$ cat config.mk
export PLATFORM = sky130hd
export DESIGN_NAME = wvlt_col_lift53
export DESIGN_NICKNAME = d
export VERILOG_FILES = /design/src/rtl/wv_lift_pkg.sv /design/src/rtl/wv_lift_pe.sv /design/src/rtl/wv_lift_ctl.sv /design/src/rtl/wv_lift_out.sv /design/src/rtl/wvlt_col_lift53.sv
export SDC_FILE = /design/constraint.sdc
export NUM_CORES = 1
export LEC_CHECK = 0
export ABC_AREA = 1
export CAP_MARGIN = 20
export CORE_AREA = 2 2 79 156
export DETAILED_ROUTE_END_ITERATION = 8
export DIE_AREA = 0 0 81 158
export PLACE_DENSITY = 0.69
export SKIP_CTS_REPAIR_TIMING = 1
export SYNTH_ARGS = -nofsm -noshare
export SYNTH_HDL_FRONTEND = slang
export SYNTH_SLANG_ARGS = --single-unit
$ cat constraint.sdc
create_clock -name clk -period 6 [get_ports clk]
set_clock_uncertainty 0.15 [all_clocks]
set_input_delay 1.2 -clock clk [delete_from_list [all_inputs] [get_ports clk]]
set_output_delay 1.2 -clock clk [all_outputs]
set_load 0.005 [all_outputs]
$ cat src/rtl/wv_lift_pkg.sv
// Shared definitions for the 5/3 lifting column filter.
// Assumes nothing beyond the two operating phases of the shared element.
package wv_lift_pkg;

    // Phase of the shared arithmetic element.
    typedef enum logic {
        PE_PREDICT = 1'b0,
        PE_UPDATE  = 1'b1
    } pe_mode_e;

    // Fraction bits carried inside the element's final adder.
    localparam int FRAC_BITS = 2;

endpackage

$ cat src/rtl/wv_lift_pe.sv
// Shared lifting element: one pair-adder plus a final adder, purely combinational.
// Predict phase: res = b - floor((a0 + a1) / 2).
// Update phase:  res = b + floor((a0 + a1 + 2) / 4), with the +2 placed as a
// constant bit below b, so no third adder is needed.
// Assumes operands are IW wide and fit with one guard bit of headroom.
module wv_lift_pe
    import wv_lift_pkg::*;
#(
    parameter int IW = 12
) (
    input  pe_mode_e              mode,
    input  logic signed [IW-1:0]  a0,
    input  logic signed [IW-1:0]  a1,
    input  logic signed [IW-1:0]  b,
    output logic signed [IW-1:0]  res
);

    localparam int SW = IW + 1;
    localparam int FW = IW + FRAC_BITS + 1;

    logic signed [SW-1:0] pair_sum;
    logic signed [SW-1:0] half_sum;
    logic signed [FW-1:0] base_fx;
    logic signed [FW-1:0] term_fx;
    logic signed [FW-1:0] total_fx;

    // Pair adder shared by both phases.
    always_comb begin
        pair_sum = SW'(a0) + SW'(a1);
        half_sum = pair_sum >>> 1;
    end

    // Operand selection for the final adder, in a fixed-point domain with two fraction bits.
    always_comb begin
        base_fx = FW'(b) <<< FRAC_BITS;
        if (mode == PE_UPDATE) begin
            base_fx = base_fx | FW'(2);
            term_fx = FW'(pair_sum);
        end else begin
            term_fx = -(FW'(half_sum) <<< FRAC_BITS);
        end
        total_fx = base_fx + term_fx;
        res      = IW'(total_fx >>> FRAC_BITS);
    end

endmodule

$ cat src/rtl/wv_lift_ctl.sv
// Input capture, sample holding, boundary control and step sequencing.
// A predict is issued when an even sample beyond position 0 arrives, or one
// cycle after the last sample of a column (mirror case). The cycle after
// every predict runs the update on the same element.
// Assumes samples within one column arrive on consecutive cycles and that
// col_len is even and at least 4.
module wv_lift_ctl
    import wv_lift_pkg::*;
#(
    parameter int SAMPLE_W = 10,
    parameter int MAX_LEN  = 64,
    localparam int IW      = SAMPLE_W + 2,
    localparam int LEN_W   = $clog2(MAX_LEN + 1)
) (
    input  logic                       clk,
    input  logic                       rst_n,
    input  logic [LEN_W-1:0]           col_len,
    input  logic                       in_valid,
    input  logic                       in_sof,
    input  logic signed [SAMPLE_W-1:0] in_data,
    input  logic signed [IW-1:0]       pe_res,
    output pe_mode_e                   pe_mode,
    output logic signed [IW-1:0]       pe_a0,
    output logic signed [IW-1:0]       pe_a1,
    output logic signed [IW-1:0]       pe_b,
    output logic                       upd_now,
    output logic signed [IW-1:0]       det_hold
);

    logic signed [IW-1:0] x_q;
    logic                 v_q;
    logic [LEN_W-1:0]     pos_q;
    logic [LEN_W-1:0]     cnt_q;
    logic [LEN_W-1:0]     len_r;
    logic signed [IW-1:0] even_h;
    logic signed [IW-1:0] odd_h;
    logic                 tail_q;
    logic signed [IW-1:0] even_q;
    logic                 first_q;
    logic signed [IW-1:0] det_q;
    logic signed [IW-1:0] det_prev_q;
    logic                 upd_q;
    logic                 do_pred;

    // Capture the incoming sample, its position and the column length.
    always_ff @(posedge clk) begin
        if (!rst_n) begin
            x_q   <= '0;
            v_q   <= 1'b0;
            pos_q <= '0;
            cnt_q <= '0;
            len_r <= '0;
        end else begin
            v_q <= in_valid;
            if (in_valid) begin
                x_q   <= IW'(in_data);
                pos_q <= in_sof ? '0 : cnt_q;
                cnt_q <= in_sof ? LEN_W'(1) : cnt_q + 1'b1;
                if (in_sof) begin
                    len_r <= col_len;
                end
            end
        end
    end

    // Hold the latest even and odd samples; flag the cycle after a column's last sample.
    always_ff @(posedge clk) begin
        if (!rst_n) begin
            even_h <= '0;
            odd_h  <= '0;
            tail_q <= 1'b0;
        end else begin
            tail_q <= v_q && (pos_q == len_r - LEN_W'(1));
            if (v_q) begin
                if (!pos_q[0]) begin
                    even_h <= x_q;
                end else begin
                    odd_h <= x_q;
                end
            end
        end
    end

    // A predict runs on a fresh interior even sample or on the mirrored tail.
    always_comb begin
        do_pred = tail_q || (v_q && !pos_q[0] && (pos_q != '0));
    end

    // Register predict results and sequence the following update.
    always_ff @(posedge clk) begin
        if (!rst_n) begin
            det_q      <= '0;
            det_prev_q <= '0;
            even_q     <= '0;
            first_q    <= 1'b0;
            upd_q      <= 1'b0;
        end else begin
            upd_q <= do_pred;
            if (do_pred) begin
                det_q   <= pe_res;
                even_q  <= even_h;
                first_q <= !tail_q && (pos_q == LEN_W'(2));
            end
            if (upd_q) begin
                det_prev_q <= det_q;
            end
        end
    end

    // Operand steering for the shared element by phase.
    always_comb begin
        if (upd_q) begin
            pe_mode = PE_UPDATE;
            pe_a0   = first_q ? det_q : det_prev_q;
            pe_a1   = det_q;
            pe_b    = even_q;
        end else begin
            pe_mode = PE_PREDICT;
            pe_a0   = even_h;
            pe_a1   = tail_q ? even_h : x_q;
            pe_b    = odd_h;
        end
    end

    assign upd_now  = upd_q;
    assign det_hold = det_q;

endmodule

$ cat src/rtl/wv_lift_out.sv
// Output ordering: the low-pass result leaves on the update cycle while the
// matching detail is parked one cycle in a delay register, so the stream
// keeps the even/odd order of the input.
// Assumes updates are never issued on two consecutive cycles.
module wv_lift_out #(
    parameter int IW = 12
) (
    input  logic                 clk,
    input  logic                 rst_n,
    input  logic                 lo_valid,
    input  logic signed [IW-1:0] lo_data,
    input  logic signed [IW-1:0] hi_data,
    output logic                 out_valid,
    output logic                 out_hi,
    output logic signed [IW-1:0] out_data
);

    logic signed [IW-1:0] hi_dly;
    logic                 hi_pend;

    // Emit low-pass now, detail one cycle later.
    always_ff @(posedge clk) begin
        if (!rst_n) begin
            out_valid <= 1'b0;
            out_hi    <= 1'b0;
            out_data  <= '0;
            hi_dly    <= '0;
            hi_pend   <= 1'b0;
        end else begin
            out_valid <= lo_valid || hi_pend;
            if (lo_valid) begin
                out_data <= lo_data;
                out_hi   <= 1'b0;
                hi_dly   <= hi_data;
                hi_pend  <= 1'b1;
            end else if (hi_pend) begin
                out_data <= hi_dly;
                out_hi   <= 1'b1;
                hi_pend  <= 1'b0;
            end
        end
    end

endmodule

$ cat src/rtl/wvlt_col_lift53.sv
// Top of the reversible 5/3 lifting column filter.
// One sample per clock in, interleaved low/high coefficients out, fixed
// latency for gapless columns. Internal width is two bits above the sample.
// Assumes even column lengths from 4 to MAX_LEN, first sample flagged by in_sof.
module wvlt_col_lift53
    import wv_lift_pkg::*;
#(
    parameter int SAMPLE_W = 10,
    parameter int MAX_LEN  = 64,
    localparam int IW      = SAMPLE_W + 2,
    localparam int LEN_W   = $clog2(MAX_LEN + 1)
) (
    input  logic                       clk,
    input  logic                       rst_n,
    input  logic [LEN_W-1:0]           col_len,
    input  logic                       in_valid,
    input  logic                       in_sof,
    input  logic signed [SAMPLE_W-1:0] in_data,
    output logic                       out_valid,
    output logic                       out_hi,
    output logic signed [IW-1:0]       out_data
);

    pe_mode_e             pe_mode;
    logic signed [IW-1:0] pe_a0;
    logic signed [IW-1:0] pe_a1;
    logic signed [IW-1:0] pe_b;
    logic signed [IW-1:0] pe_res;
    logic                 upd_now;
    logic signed [IW-1:0] det_hold;

    wv_lift_ctl #(
        .SAMPLE_W(SAMPLE_W),
        .MAX_LEN (MAX_LEN)
    ) ctl_i (
        .clk     (clk),
        .rst_n   (rst_n),
        .col_len (col_len),
        .in_valid(in_valid),
        .in_sof  (in_sof),
        .in_data (in_data),
        .pe_res  (pe_res),
        .pe_mode (pe_mode),
        .pe_a0   (pe_a0),
        .pe_a1   (pe_a1),
        .pe_b    (pe_b),
        .upd_now (upd_now),
        .det_hold(det_hold)
    );

    wv_lift_pe #(
        .IW(IW)
    ) pe_i (
        .mode(pe_mode),
        .a0  (pe_a0),
        .a1  (pe_a1),
        .b   (pe_b),
        .res (pe_res)
    );

    wv_lift_out #(
        .IW(IW)
    ) out_i (
        .clk      (clk),
        .rst_n    (rst_n),
        .lo_valid (upd_now),
        .lo_data  (pe_res),
        .hi_data  (det_hold),
        .out_valid(out_valid),
        .out_hi   (out_hi),
        .out_data (out_data)
    );

endmodule

Yosys cells after proc, flatten, opt, wreduce, memory -nomap -nowiden
Cells that the tools add are included.
{ "totals": {"ff_bits": 104, "latchBits": 0, "ramBits": 0, "mem_bits_ro": 0, "input_bits": 21, "wordCells": 52, "memories": 0} }
{ "op_classes": {"n_addsub": 5, "n_mul": 0, "div_mod_pow": 0, "n_lt_le_gt_ge": 0, "eq_ne": 2, "n_shift": 0, "n_mux": 12, "bitwise_logic": 2, "reduce_logical": 14} }
{ "op_table": {"columns": ["cell", "count"], "rows": [
  ["two-way mux 12 bit", 7],
  ["adder 14 bit", 1],
  ["two-way mux 14 bit", 1],
  ["two-way mux 7 bit", 2],
  ["negation 14 bit", 1],
  ["adder 12 x 12 -> 13 bit", 1],
  ["adder 7 x 1 -> 7 bit, second input constant", 1],
  ["== test 7 x 2 -> 1 bit, second input constant", 1],
  ["== test 7 bit", 1],
  ["nonzero test 7 bit", 1],
  ["subtractor 7 x 1 -> 7 bit, second input constant", 1],
  ["AND reduction 2 bit", 3],
  ["logical AND 1 bit", 4],
  ["zero test 1 bit", 2],
  ["logical OR 1 bit", 2],
  ["two-way mux 2 bit", 1],
  ["inverter 1 bit", 2],
  ["nonzero test 2 bit", 1],
  ["OR reduction 2 bit", 1],
  ["two-way mux 1 bit", 1]
]} }

Longest topological paths before layout
Gate-level depths: netlist of run 1.
{ "logic_depth": {"ltp_word": 7, "mapped_depth": 31} }

By module
A second synthesis of run 1 with hierarchy kept.
{ "unflattened": {"cells_unflattened": 1006, "hier_area_um2": 6713.9} }
{ "modules_own_cells": {"columns": ["mod", "n_inst", "cells_per_inst", "area_per_inst_um2", "seq_area_each_um2"], "rows": [
  ["wv_lift_ctl", 1, 566, 3963.8, 1781.7],
  ["wv_lift_pe", 1, 287, 1642.8, 0.0],
  ["wv_lift_out", 1, 153, 1107.3, 540.5]
]} }

Worst setup path after synthesis of run 1
Ideal clock, no wire load.
{ "synth_timing": {"path_kind": "register -> register", "start": "register ctl_i.upd_q, in the netlist ctl_i.upd_now", "end": "register ctl_i.det_q[10], in the netlist ctl_i.det_hold[10]", "setup_ns": 0.114, "arrival_time_ns": 3.881, "required_time_ns": 5.736, "slack_ns": 1.855, "path_stages_with_launch": 28, "path_buffers": 2, "cell_sequence": "dfxtp_1 -> buf_2 -> inv_2 -> clkbuf_1 -> o21ai_0 -> o21ai_0 -> ha_1 -> nand2_1 -> inv_1 -> nand2_1 -> nand3_1 -> inv_1 -> o21ai_1 -> or2_2 -> nand2_1 -> inv_1 -> nand3_1 -> xor2_1 -> a21oi_1 -> ha_1 -> a21oi_1 -> nand3_1 -> a21o_1 -> a21oi_1 -> o21ai_0 -> xor2_1 -> o21bai_1 -> inv_1"} }
{ "synth_via": {"elab_chain_len": 5, "elab_cells_between_ends": 9, "classes_between": "add/sub (3); mux (6)"} }
{ "synth_rtl": {"columns": ["element", "line_no", "source"], "rows": [
  ["from (decl)", "wv_lift_ctl.sv:42", "logic upd_q;"],
  ["from (signal assigned)", "wv_lift_ctl.sv:98", "upd_q <= do_pred;"],
  ["two-way mux 12 bit", "wv_lift_ctl.sv:112", "if (upd_q) begin"],
  ["adder 12 x 12 -> 13 bit", "wv_lift_pe.sv:29", "pair_sum = SW'(a0) + SW'(a1);"],
  ["negation 14 bit", "wv_lift_pe.sv:40", "term_fx = -(FW'(half_sum) <<< FRAC_BITS);"],
  ["two-way mux 14 bit", "wv_lift_pe.sv:36", "if (mode == PE_UPDATE) begin"],
  ["adder 14 bit *", "wv_lift_pe.sv:42", "total_fx = base_fx + term_fx;"],
  ["to (signal assigned)", "wv_lift_ctl.sv:100", "det_q <= pe_res;"],
  ["to (decl)", "wv_lift_ctl.sv:40", "logic signed [IW-1:0] det_q;"]
]} }
Every way passes the cells marked *; elsewhere a longest branch is shown, timed or not.
A chain may end at the register's enable or synchronous reset.

Worst setup path in the final report of run 1
{ "layout_timing": {"start": "register ctl_i.upd_q, in the netlist ctl_i.upd_now", "end": "register ctl_i.det_q[9], in the netlist ctl_i.det_hold[9]"} }
The elaborated chain is that of the path after synthesis.

==> results.toml, run 1 <==
[synth]
ys_seq_area_frac = 0.355
synth_seq_cells = 104
ys.flop_type = "dfxtp_1"
async_flop_share = 0
synth_nets = 907
synth_edf_count = 0
netlist_area_sq_mm = 0.00587
synthesis.instances = 859
synth-warning-count = 0
ys_types = 45
avgSynthCellArea_sq_um = 6.83

[cts]
numCtsBuffers = 9
root_buffer = "clkbuf_16"
clkTransAtPathRegs_ns = 0.08
cts_buffer_depth = 2
clkSinkCount = 104
clkLatencyLatePin_ns = 0.35
cts_tree = "done"
cts.htree.levels = 3

[worst_setup_path]
rr_worst_depth = 25
cp-end-kind = "flip-flop"
crit_start = "ctl_i.upd_now"
critical_path.endpoint = "ctl_i.det_hold[9]"
r2r_start = "ctl_i.upd_now"
crit_path_start_kind = "flip-flop"
worstPathMaxFanout = 33
crit_type = "flip-flop to flip-flop"
crit_required_ns = 6.10
arrival_ns = 5.23
rrSetupSlack_ns = 0.87
timing.rr.end = "ctl_i.det_hold[9]"

[routing]
vias = 5741
drt_pass1_iterations = 8
route.detailed.drc = 0
antenna_left = 0
wl_per_cell_um = 16.9
via_per_inst = 5.61
drtIter0Drc = 356
wl_mm = 17.3

[timing]
rsz0062_at_grt = "no"
slew_headroom = 0.353
setup_violations = 0
tightest_slew_ns = 0.967
slew_violations = 0
fin_tns_setup_ns = 0
hold_viol = 0
fin_crit_sh = 0.855
finalWorstSetupSlack_ns = 0.870
max_freq_mhz = 195
finalCriticalPeriod_ns = 5.13

[placement]
hpwl_mm = 13.4
gp_congestion = 1.03
numPortBuffers = 34
dp.cells = 1006
place_ws_ns = 0.904

[power]
power_frac_clock = 0.363
power_frac_comb = 0.200
switching_share = 0.319
intPower_mw = 1.12
seqPwrFrac = 0.437
p_sw_uw = 524
vdd_drop_max_mv = 0.194
static-leakage-power_nw = 2.91
power.density_mw_per_mm2 = 249

[finish]
drive_gt1_frac = 0.0604
finalNonFillerCells = 1023
final_common_cell = "nand2_1"
antenna_cells = 0
area_growth_pct = 12.5
final_cell_mix = "nand2_1, o21ai_0, dfxtp_1"
fin_nets = 921

[floorplanning]
die_h_um = 158
dieArea_sq_mm = 0.0128
fp-row-count = 56
io_pins = 35
die-width_um = 81
core_sq_mm = 0.0116
start_util = 0.504

[global_route]
track_usage = 0.285
grt_max_degree = 72
grt.overflow.total = 0
grt_pass1_wl_mm = 27.5
grt_pass1_vias = 5513
antenna_found_initial = 0

[flow_run]
maxCapViolCount = 0

[outcome]
status = "finished clean"

[min_path]
hold_class = "flip-flop to flip-flop"
[worst min-delay path by stage]
stage	startpoint	cells past startpoint	to
finish	ctl_i.odd_h[0]	2	ctl_i.odd_h[0]
CTS	ctl_i.odd_h[0]	2	ctl_i.odd_h[0]
floorplan	ctl_i.odd_h[0]	2	ctl_i.odd_h[0]
detailed placement	ctl_i.odd_h[0]	2	ctl_i.odd_h[0]
global placement	ctl_i.odd_h[0]	2	ctl_i.odd_h[0]
global route	ctl_i.odd_h[0]	2	ctl_i.odd_h[0]
[power groups by stage]
| stage | sequential, mW | combinational, mW | clock, mW |
|---|---|---|---|
| 6_report | 0.719 | 0.330 | 0.597 |
| 2_1_floorplan | 0.729 | 0.240 | 0 |
| 3_3_place_gp | 0.734 | 0.320 | 0 |
| 5_1_grt | 0.720 | 0.367 | 0.631 |
| 3_5_place_dp | 0.735 | 0.324 | 0 |
| 4_1_cts | 0.718 | 0.327 | 0.606 |
[per-layer routing]
| layer | vias up | share of wire | track usage | wire length [um] |
|---|---|---|---|---|
| li1 | 2864 | - | - | - |
| met1 | 2626 | 0.35 | 0.279 | 6100 |
| met2 | 194 | 0.53 | 0.532 | 9260 |
| met3 | 57 | 0.043 | 0.0462 | 753 |
| met4 | 0 | 0.070 | 0.186 | 1210 |
| met5 | - | 0 | 0 | 0 |
[metrics by stage]
stage | utilization | power [mW] | cell area, sq um | hold WS (ns)
4_1_cts | 0.565 | 1.65 | 6580 | 0.312
6_report | 0.568 | 1.65 | 6600 | 0.314
3_5_place_dp | 0.539 | 1.06 | 6270 | 0.301
5_1_grt | 0.568 | 1.72 | 6600 | 0.338
2_1_floorplan | - | 0.969 | 5870 | 0.274
3_3_place_gp | 0.539 | 1.05 | 6270 | 0.297
[critical path, cell delays in order, from the launching register on]
cell and delay, ns:
dfxtp_2 0.70, buf_4 0.40, nor2_1 0.08, nand2_1 0.10
nand2_1 0.10, nand2_1 0.10, inv_2 0.06, fa_1 0.45
nand3_1 0.14, nand3_2 0.12, a21oi_2 0.19, xor2_2 0.28
inv_1 0.09, nor2_2 0.16, nand3_1 0.11, nand3_1 0.09
o21ai_0 0.11, ha_1 0.38, a21oi_1 0.15, o21ai_0 0.13
a21oi_1 0.23, o21ai_0 0.14, xnor2_1 0.30, nand2_1 0.08
o211ai_1 0.10, inv_1 0.06
[state kept, by name, summed over array words and instances (netlist names)]
signal,count
ctl_i.upd_now,1
out_i.out_valid,1
ctl_i.cnt_q,7
ctl_i.tail_q,1
ctl_i.pos_q,7
ctl_i.det_prev_q,12
ctl_i.len_r,7
out_i.hi_pend,1
ctl_i.v_q,1
ctl_i.odd_h,10
ctl_i.even_q,10
ctl_i.first_q,1
ctl_i.det_hold,12
out_i.out_hi,1
out_i.out_data,12
ctl_i.x_q,10
ctl_i.even_h,10
[area by class of cell]
cell class | count | area [sq um]
repair buffers | 40 | 400
well taps | 145 | 181
clock buffers | 9 | 225
fillers | 1184 | 5030
multi-input cells | 632 | 3310
clock inverters | 7 | 78.8
flip-flops and latches | 104 | 2080
inverters | 86 | 323
[cell usage after synthesis, drive strengths merged, types with 2 or more instances]
cell,number,area (sq um)
nor3b,2,15.0
o221ai,2,17.5
xnor2,9,78.8
xor2,17,171
a31oi,7,43.8
nor3,10,55.1
o21a,2,15.0
o21bai,4,30.0
o21ai,122,611
nand4,3,18.8
inv,84,315
clkinv,2,7.51
nand3,35,195
dfxtp,104,2080
ha,25,313
o211ai,3,22.5
buf,7,38.8
clkbuf,30,113
fa,2,40.0
nor2,104,413
nand2,190,738
o22ai,9,56.3
a21oi,76,388
[cell families (layout without fill, tap and decap cells)]
group | count (synthesis) | count (layout) | synth area share
compound gates | 231 | 231 | 0.212
xor+xnor | 26 | 26 | 0.0427
fa+ha+maj | 27 | 27 | 0.0601
buf+inv | 123 | 142 | 0.0808
flops | 104 | 104 | 0.355
simple gates | 348 | 348 | 0.249
Power figures use the tool's default switching activity.
==> inputs of run 2 (changes only) <==
--- a/config.mk
+++ b/config.mk
@@ -7,10 +7,12 @@
 export LEC_CHECK = 0
 export ABC_AREA = 1
 export CAP_MARGIN = 20
-export CORE_AREA = 2 2 79 156
+export CELL_PAD_IN_SITES_DETAIL_PLACEMENT = 0
+export CELL_PAD_IN_SITES_GLOBAL_PLACEMENT = 2
+export CORE_AREA = 2 2 150 123
 export DETAILED_ROUTE_END_ITERATION = 8
-export DIE_AREA = 0 0 81 158
-export PLACE_DENSITY = 0.69
+export DIE_AREA = 0 0 152 125
+export PLACE_DENSITY_LB_ADDON = 0.1
 export SKIP_CTS_REPAIR_TIMING = 1
 export SYNTH_ARGS = -nofsm -noshare
 export SYNTH_HDL_FRONTEND = slang
==> run 2 against run 1 <==
  * Fmax grew 3.0%
  * Sequential power barely moved
  * Die area increased by 48%
  * Routed wire length is 7.8% higher
  * Highest routed layer is now met5
  * Register-to-register slack improved by 0.15 ns
  * Setup slack better by 0.15 ns
  * Combinational power rose by 2%
  * Count of clock-buffer cells in the layout increased by 1
==> results.toml, run 2 (synthesis results as in run 1) <==
[finish]
final_cell_mix = "nand2_1, o21ai_0, dfxtp_1"
fillers = 1905
fin_nets = 923
finalNonFillerCells = 1110
antenna_cells = 0
area_growth_pct = 14.4
drive_gt1_frac = 0.0625
final_util = 0.380
final_area_sq_mm = 0.00671
final_common_cell = "nand2_1"

[global_route]
antenna_found_initial = 0
use_met3 = 0.0496
grt_pass1_vias = 5294
grt_max_degree = 71
gr-max-usage-layer = "met1"
grt_use_met1 = 0.314
grt_pass1_wl_mm = 30.1
use_met2 = 0.272
grt.overflow.total = 0
track_usage = 0.201

[cts]
cts_buffer_depth = 2
cts_tree = "done"
clkTransAtPathRegs_ns = 0.08
numCtsBuffers = 9
cts.htree.levels = 3
root_buffer = "clkbuf_16"
clkLatencyLatePin_ns = 0.37
clkSinkCount = 104

[timing]
finalCriticalPeriod_ns = 4.98
hold_viol = 0
slew_violations = 0
fin_tns_setup_ns = 0
whs_ns = 0.316
setup_violations = 0
max_freq_mhz = 201
tightest_slew_ns = 0.902
finalWorstSetupSlack_ns = 1.02
slew_headroom = 0.397
fin_crit_sh = 0.830
rsz0062_at_grt = "no"

[worst_setup_path]
timing.rr.end = "ctl_i.det_hold[9]"
cp-end-kind = "flip-flop"
crit_required_ns = 6.11
r2r_start = "ctl_i.upd_now"
rrSetupSlack_ns = 1.02
rr_worst_depth = 22
crit_type = "flip-flop to flip-flop"
worstPathMaxFanout = 34
arrival_ns = 5.09
crit_path_start_kind = "flip-flop"

[routing]
drtIter0Drc = 370
route.detailed.drc = 0
wl_mm = 18.7
via_per_inst = 5.01
antenna_left = 0
wl_per_cell_um = 16.8
vias = 5563
drt_pass1_iterations = 5

[floorplanning]
die_h_um = 125
dieArea_sq_mm = 0.0190
core_sq_mm = 0.0177
die-width_um = 152
start_util = 0.332
fp-row-count = 44
io_pins = 35

[power]
power_mw = 1.69
static-leakage-power_nw = 2.91
vdd_drop_max_mv = 0.130
power.density_mw_per_mm2 = 251

[placement]
gp_congestion = 0.872
place_ws_ns = 1.07
placed_cell_area_sq_mm = 0.00640
dp.cells = 1094
numPortBuffers = 34
hpwl_mm = 14.4

[min_path]
hold_end = "ctl_i.even_q[0]"
hold_class = "flip-flop to flip-flop"
min_from = "ctl_i.even_h[0]"
whs_path_depth = 2

[outcome]
status = "finished clean"

[flow_run]
maxCapViolCount = 0
## run 2: power breakdown
part           internal [mW]  switching (mW)  leakage, nW
Clock                  0.342           0.294        0.151
Sequential             0.705          0.0120        0.845
Combinational          0.118           0.217         1.92
## run 2: how the worst max path moves through the flow
stage,end,slack (ns),from
2_1_floorplan,ctl_i.det_hold[10],1.85,ctl_i.upd_now
3_3_place_gp,ctl_i.det_hold[9],1.06,ctl_i.upd_now
3_5_place_dp,ctl_i.det_hold[9],1.07,ctl_i.upd_now
4_1_cts,ctl_i.det_hold[9],1.02,ctl_i.upd_now
5_1_grt,ctl_i.det_hold[9],0.52,ctl_i.upd_now
6_report,ctl_i.det_hold[9],1.02,ctl_i.upd_now
## run 2: critical path, stage by stage (launching register included)
cell and delay, ns:
dfxtp_2 0.74, inv_2 0.29, o21ai_0 0.14, o21ai_0 0.18, fa_1 0.53, nand3_1 0.13
nand3_2 0.12, a21oi_2 0.19, xor2_2 0.26, inv_1 0.08, nor2_2 0.16, nand3_1 0.12
nand3_1 0.09, o21ai_0 0.13, ha_1 0.39, a21oi_1 0.16, o21ai_0 0.14, a21oi_1 0.21
o21ai_0 0.13, xnor2_1 0.31, nand2_1 0.08, o211ai_1 0.09, inv_1 0.05
## run 2: layout make-up
| type | instances | area (sq um) | share of cell area |
|---|---|---|---|
| clock inverter | 6 | 75.1 | 0.0112 |
| multi-input combinational | 632 | 3310 | 0.493 |
| inverter | 86 | 323 | 0.0481 |
| timing repair buffer | 42 | 395 | 0.0589 |
| clock buffer | 10 | 239 | 0.0356 |
| tap | 230 | 288 | 0.0429 |
| sequential | 104 | 2080 | 0.310 |
## run 2: per-layer routing
layer / vias up / share of wire / wire length, um
met1: 2565 / 0.55 / 10200
met4: 2 / 0.016 / 293
met5: - / 0.0036 / 68
met2: 130 / 0.38 / 7100
li1: 2848 / - / -
met3: 18 / 0.053 / 985
